==> config.mk <==
export PLATFORM = sky130hd
export DESIGN_NAME = irq_unit
export DESIGN_NICKNAME = d
export VERILOG_FILES = /design/src/rtl/irq_unit_pkg.sv /design/src/rtl/irq_status_reg.sv /design/src/rtl/irq_mask_reg.sv /design/src/rtl/irq_notify_fsm.sv /design/src/rtl/irq_unit.sv
export SDC_FILE = /design/constraint.sdc
export NUM_CORES = 1
export LEC_CHECK = 0
export BUFFER_PORTS_ARGS = -buffer_cell sky130_fd_sc_hd__buf_2
export CAP_MARGIN = 15
export CORE_AREA = 3 3 47 49
export CTS_BUF_LIST = sky130_fd_sc_hd__clkbuf_2
export DETAILED_ROUTE_END_ITERATION = 7
export DIE_AREA = 0 0 50 52
export PLACE_DENSITY = 0.85
export SYNTH_ARGS = -nofsm -noshare
export SYNTH_HDL_FRONTEND = slang
export SYNTH_SLANG_ARGS = --single-unit
==> constraint.sdc <==
create_clock -name clk -period 0.94 [get_ports clk]
set_clock_uncertainty 0.1 [all_clocks]
set_input_delay 0.188 -clock clk [delete_from_list [all_inputs] [get_ports clk]]
set_output_delay 0.188 -clock clk [all_outputs]
set_load 0.02 [all_outputs]
==> src/rtl/irq_unit_pkg.sv <==
package irq_unit_pkg;
    localparam int BIT_CMPL = 0;
    localparam int BIT_MSG  = 1;

    typedef enum logic {
        EV_IDLE = 1'b0,
        EV_EVAL = 1'b1
    } eval_state_e;
endpackage

==> src/rtl/irq_status_reg.sv <==
module irq_status_reg
    import irq_unit_pkg::*;
#(
    parameter int REG_W = 8
) (
    input  logic             clk,
    input  logic             rst_n,
    input  logic             adapter_rst,
    input  logic             cmpl_evt,
    input  logic             msg_evt,
    input  logic             clr_wr,
    input  logic [REG_W-1:0] clr_data,
    output logic [REG_W-1:0] status_q
);
    logic [REG_W-1:0] set_vec;
    logic [REG_W-1:0] clr_vec;
    logic [REG_W-1:0] status_d;

    for (genvar i = 0; i < REG_W; i++) begin : g_bit
        if (i == BIT_CMPL) begin : g_cmpl
            assign set_vec[i] = cmpl_evt;
        end else if (i == BIT_MSG) begin : g_msg
            assign set_vec[i] = msg_evt;
        end else begin : g_none
            assign set_vec[i] = 1'b0;
        end
    end

    always_comb begin
        clr_vec  = clr_wr ? clr_data : '0;
        // a set in the same cycle overrides the clear
        status_d = adapter_rst ? '0 : ((status_q & ~clr_vec) | set_vec);
    end

    always_ff @(posedge clk or negedge rst_n) begin
        if (!rst_n) status_q <= '0;
        else        status_q <= status_d;
    end
endmodule

==> src/rtl/irq_mask_reg.sv <==
module irq_mask_reg #(
    parameter int REG_W = 8
) (
    input  logic             clk,
    input  logic             rst_n,
    input  logic             wr,
    input  logic [REG_W-1:0] wdata,
    output logic [REG_W-1:0] mask_q
);
    always_ff @(posedge clk or negedge rst_n) begin
        if (!rst_n)  mask_q <= '0;
        else if (wr) mask_q <= wdata;
    end
endmodule

==> src/rtl/irq_notify_fsm.sv <==
module irq_notify_fsm
    import irq_unit_pkg::*;
#(
    parameter int PEND_W = 8
) (
    input  logic              clk,
    input  logic              rst_n,
    input  logic              adapter_rst,
    input  logic              update,
    input  logic              ack_wr,
    input  logic [PEND_W-1:0] pend_cnt,
    input  logic              msg_mode,
    input  logic              cond,
    output logic              irq_level,
    output logic              irq_pulse,
    output logic              retry_req
);
    eval_state_e state_q;
    eval_state_e state_d;
    logic        retry_q;

    always_comb begin
        unique case (state_q)
            EV_IDLE: state_d = update ? EV_EVAL : EV_IDLE;
            EV_EVAL: state_d = update ? EV_EVAL : EV_IDLE;
        endcase
        if (adapter_rst) state_d = EV_IDLE;
    end

    always_ff @(posedge clk or negedge rst_n) begin
        if (!rst_n) begin
            state_q <= EV_IDLE;
            retry_q <= 1'b0;
        end else begin
            state_q <= state_d;
            retry_q <= !adapter_rst && ack_wr && (pend_cnt != '0);
        end
    end

    always_comb begin
        irq_level = cond && !msg_mode;
        irq_pulse = (state_q == EV_EVAL) && cond && msg_mode;
        retry_req = retry_q;
    end
endmodule

==> src/rtl/irq_unit.sv <==
module irq_unit #(
    parameter int REG_W  = 8,
    parameter int PEND_W = 8
) (
    input  logic              clk,
    input  logic              rst_n,
    input  logic              adapter_rst,
    input  logic              cmpl_evt,
    input  logic              msg_evt,
    input  logic              stat_wr,
    input  logic [REG_W-1:0]  stat_wdata,
    input  logic              mask_wr,
    input  logic [REG_W-1:0]  mask_wdata,
    input  logic              msg_mode,
    input  logic [PEND_W-1:0] cmpl_pending,
    output logic              irq_level,
    output logic              irq_pulse,
    output logic              retry_req
);
    logic [REG_W-1:0] status_q;
    logic [REG_W-1:0] mask_q;
    logic             update;
    logic             cond;

    assign update = cmpl_evt || msg_evt || stat_wr || mask_wr;
    assign cond   = |(mask_q & status_q);

    irq_status_reg #(.REG_W(REG_W)) u_status (
        .clk         (clk),
        .rst_n       (rst_n),
        .adapter_rst (adapter_rst),
        .cmpl_evt    (cmpl_evt),
        .msg_evt     (msg_evt),
        .clr_wr      (stat_wr),
        .clr_data    (stat_wdata),
        .status_q    (status_q)
    );

    irq_mask_reg #(.REG_W(REG_W)) u_mask (
        .clk    (clk),
        .rst_n  (rst_n),
        .wr     (mask_wr),
        .wdata  (mask_wdata),
        .mask_q (mask_q)
    );

    irq_notify_fsm #(.PEND_W(PEND_W)) u_fsm (
        .clk         (clk),
        .rst_n       (rst_n),
        .adapter_rst (adapter_rst),
        .update      (update),
        .ack_wr      (stat_wr),
        .pend_cnt    (cmpl_pending),
        .msg_mode    (msg_mode),
        .cond        (cond),
        .irq_level   (irq_level),
        .irq_pulse   (irq_pulse),
        .retry_req   (retry_req)
    );
endmodule

Word-level counts from Yosys, hierarchy flattened:

Cells that the tools add are included.

* output and inout port bits: 3
* register bits: 18
* input bits: 32
* word-level logic and storage cells: 24

* bitwise operators: 4
* multiplexer cells: 4
* reduce and logical (&&, ||, !) cells: 12

Operator list (number)
* $and 8x8->8: 2
* $mux 8: 2
* $not 8->8: 1
* $or 8x2->8: 1
* $reduce_bool 8->1: 1
* $reduce_or 8->1: 1
* $logic_and 1x1->1: 5
* $logic_or 1x1->1: 3
* $logic_not 1->1: 2
* $mux 1: 2

Depth between registers and ports, before layout:

* depth in word-level cells: 5
* gate-level depth with buffers: 3
* depth with buffers taken out: 2

Hierarchy:

From an unflattened synthesis, not the netlist that was laid out.

* cells, all modules: 60
* area, all modules: 825.8 sq um

By module, submodules not included
* irq_status_reg: sequential area each 200.2 sq um, cells an instance 28, times used 1, area each 345.3 sq um
* irq_mask_reg: sequential area each 200.2 sq um, cells an instance 17, times used 1, area each 331.6 sq um
* irq_notify_fsm: sequential area each 50.0 sq um, cells an instance 9, times used 1, area each 105.1 sq um
* irq_unit: sequential area each 0.0 sq um, cells an instance 6, times used 1, area each 43.8 sq um

Worst setup path before layout:

OpenSTA, ideal clock, no wires.

* kind: flip-flop to output port
* start: reg u_mask.mask_q[0]
* end: out irq_level
* data arrival time: 0.872 ns
* slack: -0.220 ns
* cell stages (with the launch flop): 3
* required time: 0.652 ns
* path buffers: 0
* cells stage by stage: dfrtp_1 a22oi_1 a41oi_1

* word-level cells in the longest chain between the ends: 3

RTL lines
* start: declaration: RTL line irq_mask_reg.sv:8 `output logic [REG_W-1:0] mask_q`
* start signal: assignment: RTL line irq_mask_reg.sv:12 `else if (wr) mask_q <= wdata;`
* $and 8x8->8: RTL line irq_unit.sv:26 `assign cond = |(mask_q & status_q);`
* $reduce_or 8->1: RTL line irq_unit.sv:26
* $logic_and 1x1->1: RTL line irq_notify_fsm.sv:41 `irq_level = cond && !msg_mode;`
* end: declaration: RTL line irq_unit.sv:16 `output logic irq_level,`

Every way passes these cells.

Final worst setup path:

* start: reg u_status.status_q[2]
* end: out irq_pulse

* word-level cells in the longest chain between the ends: 4

RTL lines
* start: declaration: RTL line irq_status_reg.sv:13 `output logic [REG_W-1:0] status_q`
* start signal: assignment: RTL line irq_status_reg.sv:37 `else status_q <= status_d;`
* $and 8x8->8: RTL line irq_unit.sv:26
* $reduce_or 8->1: RTL line irq_unit.sv:26
* $logic_and 1x1->1 (2 in a row): RTL line irq_notify_fsm.sv:42 `irq_pulse = (state_q == EV_EVAL) && cond && msg_mode;`
* end: declaration: RTL line irq_unit.sv:17 `output logic irq_pulse,`

Every way passes these cells.

==> impl_metrics.env <==
export IMPL_status="finished, violations left"
export IMPL_violations="hold timing, setup timing"
export IMPL_fin_hold_ws_ps=-43.17
export IMPL_drv_cap=0
export IMPL_critPathMaxFanout=2
export IMPL_cts_tree="yes"
export IMPL_netlist_instances=58
export IMPL_setup_ws_ps=-653.0
export IMPL_h_tree_depth=1
export IMPL_cts_reportedPaths_clkPinSlew_ps=170
export IMPL_grt_pass1_vias=639
export IMPL_p_leak_uw=0.0005041
export IMPL_core_mm2=0.001902
export IMPL_slew_headroom_pct=74.24
export IMPL_r2r_end="u_status.status_q[1]"
export IMPL_viasPerCell=4.912
export IMPL_worstPathArrival_ps=1310
export IMPL_ys_warn_count=0
export IMPL_die_w_um=50
export IMPL_die_y_um=52
export IMPL_yosysUniqueCellTypes=16
export IMPL_hold_buffers=3
export IMPL_avgSynthCellArea_um2=13.66
export IMPL_ant_nets=0
export IMPL_syn_to_final_growth_pct=38.07
export IMPL_regToRegSetupSlack_ps=0
export IMPL_initial_core_util_pct=41.64
export IMPL_dieArea_mm2=0.002600
export IMPL_drc_errors=0
export IMPL_ys_seq_elements=18
export IMPL_fin_area_mm2=0.001094
export IMPL_grt_pass1_wl_um=2967
export IMPL_yosysSeqAreaShare_pct=56.87
export IMPL_power_density_mw_per_mm2=1286
export IMPL_overflow=0
export IMPL_dp_hpwl_um=1357
export IMPL_num_vias=614
export IMPL_wire_per_inst_um=13.90
export IMPL_synth_fp_nets=90
export IMPL_drive_above_1_share_pct=60.20
export IMPL_drt_first_pass_iters=3
export IMPL_io_pins=35
export IMPL_clock_sinks=18
export IMPL_peakVddDrop_mv=0.8588
export IMPL_gp_congestion=0.8111
export IMPL_finalHoldViolCount=4
export IMPL_postPlaceCellArea_mm2=0.001018
export IMPL_num_rows=16
export IMPL_clock_path_buffers=2
export IMPL_synthesis_area_um2=792.0
export IMPL_crit_end="irq_pulse"
export IMPL_critical_path_class="flip-flop to primary output"
export IMPL_setup_viol=4
export IMPL_antenna_found_initial=0
export IMPL_final_common_cell="buf_2"
export IMPL_startpoint="u_status.status_q[2]"
export IMPL_cts_root_buf="clkbuf_2"
export IMPL_endpoint_kind="primary output"
export IMPL_grt_max_degree=19
export IMPL_period_needed_ps=1593
export IMPL_wl_um=1738
export IMPL_startpoint_type="flip-flop"
export IMPL_worstPathRequired_ps=650
export IMPL_reg2reg_depth=2
export IMPL_finalMaxSlewViolations=0
export IMPL_antennaDiodeCount=0
export IMPL_final_util_pct=57.50
export IMPL_nets=131
export IMPL_grt_util_all_layers_pct=15.79
export IMPL_clock_latency_ps=280
export IMPL_place_ws_ps=-322.9
export IMPL_numCtsBuffers=3
export IMPL_rsz0062_at_grt="true"
export IMPL_fillers=177
export IMPL_tns_ps=-1454
export IMPL_drt_first_iter_violations=4
export IMPL_port_buffers=34
export IMPL_rr_startpoint="u_status.status_q[1]"
export IMPL_post_route_period_util_pct=169.5
export IMPL_final_cell_mix="buf_2, dfrtp_1, mux2_4"
export IMPL_hold_path_class="input pin to flip-flop"
export IMPL_timing_fmax_mhz=627.7
export IMPL_worst_pin_slew_ps=386.3
## cells by family (layout without fill, tap and decap cells)
family | after synthesis | count (layout) | synth area share, %
muxes | 8 | 8 | 15.17
AOI/OAI and AO/OA | 17 | 17 | 16.74
buffers and inverters | 9 | 49 | 6.318
DFF | 18 | 18 | 56.87
and+or+nand+nor | 6 | 6 | 4.896
## worst max-delay path: stages, from the launching register on
cell and delay [ps]:
dfrtp_1 430, a22oi_2 270, a41oi_2 140, buf_4 180
## per-layer routing
metal  track usage [%]  vias to the layer above  routed length [um]
li1                  -                      290                   -
met1             20.66                      294                 782
met2             25.22                       28                 801
met3             4.011                        2                 144
met4             5.530                        0                  10
met5                 0                        -                   0
## worst min path at each step
| stage | slack [ps] | from | end | cells after the start |
|---|---|---|---|---|
| final | -40 | stat_wdata[2] | u_status.status_q[2] | 2 |
| after global routing | -70 | stat_wdata[3] | u_status.status_q[3] | 2 |
| after CTS | -60 | stat_wdata[3] | u_status.status_q[3] | 2 |
| after detailed placement | 30 | rst_n | u_mask.mask_q[5] | 1 |
| after global placement | 30 | rst_n | u_mask.mask_q[5] | 1 |
| after floorplan | -210 | rst_n | u_fsm.retry_req | 0 |
## sequential cells by signal (all words and copies together), names as in the netlist
signal	flops
u_mask.mask_q	8
u_status.status_q	8
u_fsm.retry_req	1
u_fsm.state_q	1
## layout make-up
cell class / count / area [um^2] / area share [%]
flip-flops and latches: 18 / 450.4 / 41.19
multi-input cells: 31 / 341.6 / 31.24
repair buffers: 39 / 226.5 / 20.71
well taps: 27 / 33.78 / 3.089
inverters: 6 / 22.52 / 2.059
clock buffers: 3 / 15.01 / 1.373
clock inverters: 1 / 3.754 / 0.3432
## cells in the mapped netlist
cell	count	share of area, %
dfrtp_1	18	57
mux2_4	8	15
a211oi_1	6	5.7
inv_1	6	2.8
a22oi_1	4	3.8
a21boi_0	2	1.9
a41oi_1	2	2.2
buf_6	2	2.8
nor4_1	2	1.6
o21ba_2	2	2.5
a21oi_1	1	0.63
buf_2	1	0.63
nand2_1	1	0.47
nand2b_1	1	0.79
nor2_1	1	0.47
nor4_2	1	1.6
## through the flow
stage	power, uW	std cells
after floorplan	981.6	58
after global placement	1079	118
after CTS	1417	125
final	1406	125
after global routing	1484	125
after detailed placement	1086	118
## where the power goes
part	internal (uW)	switching, uW
clock network	92.6	225
registers	820	30.4
logic	141	97.9
## timing repair
action | CTS | global route
endpoints found under the hold margin | 24 | 8
resized for setup | 6 | 3
pin swaps | 4 | 0
endpoints found under the setup margin | 5 | 8
setup buffers | 0 | 0
No activity file was read; power rests on OpenSTA's default activity.
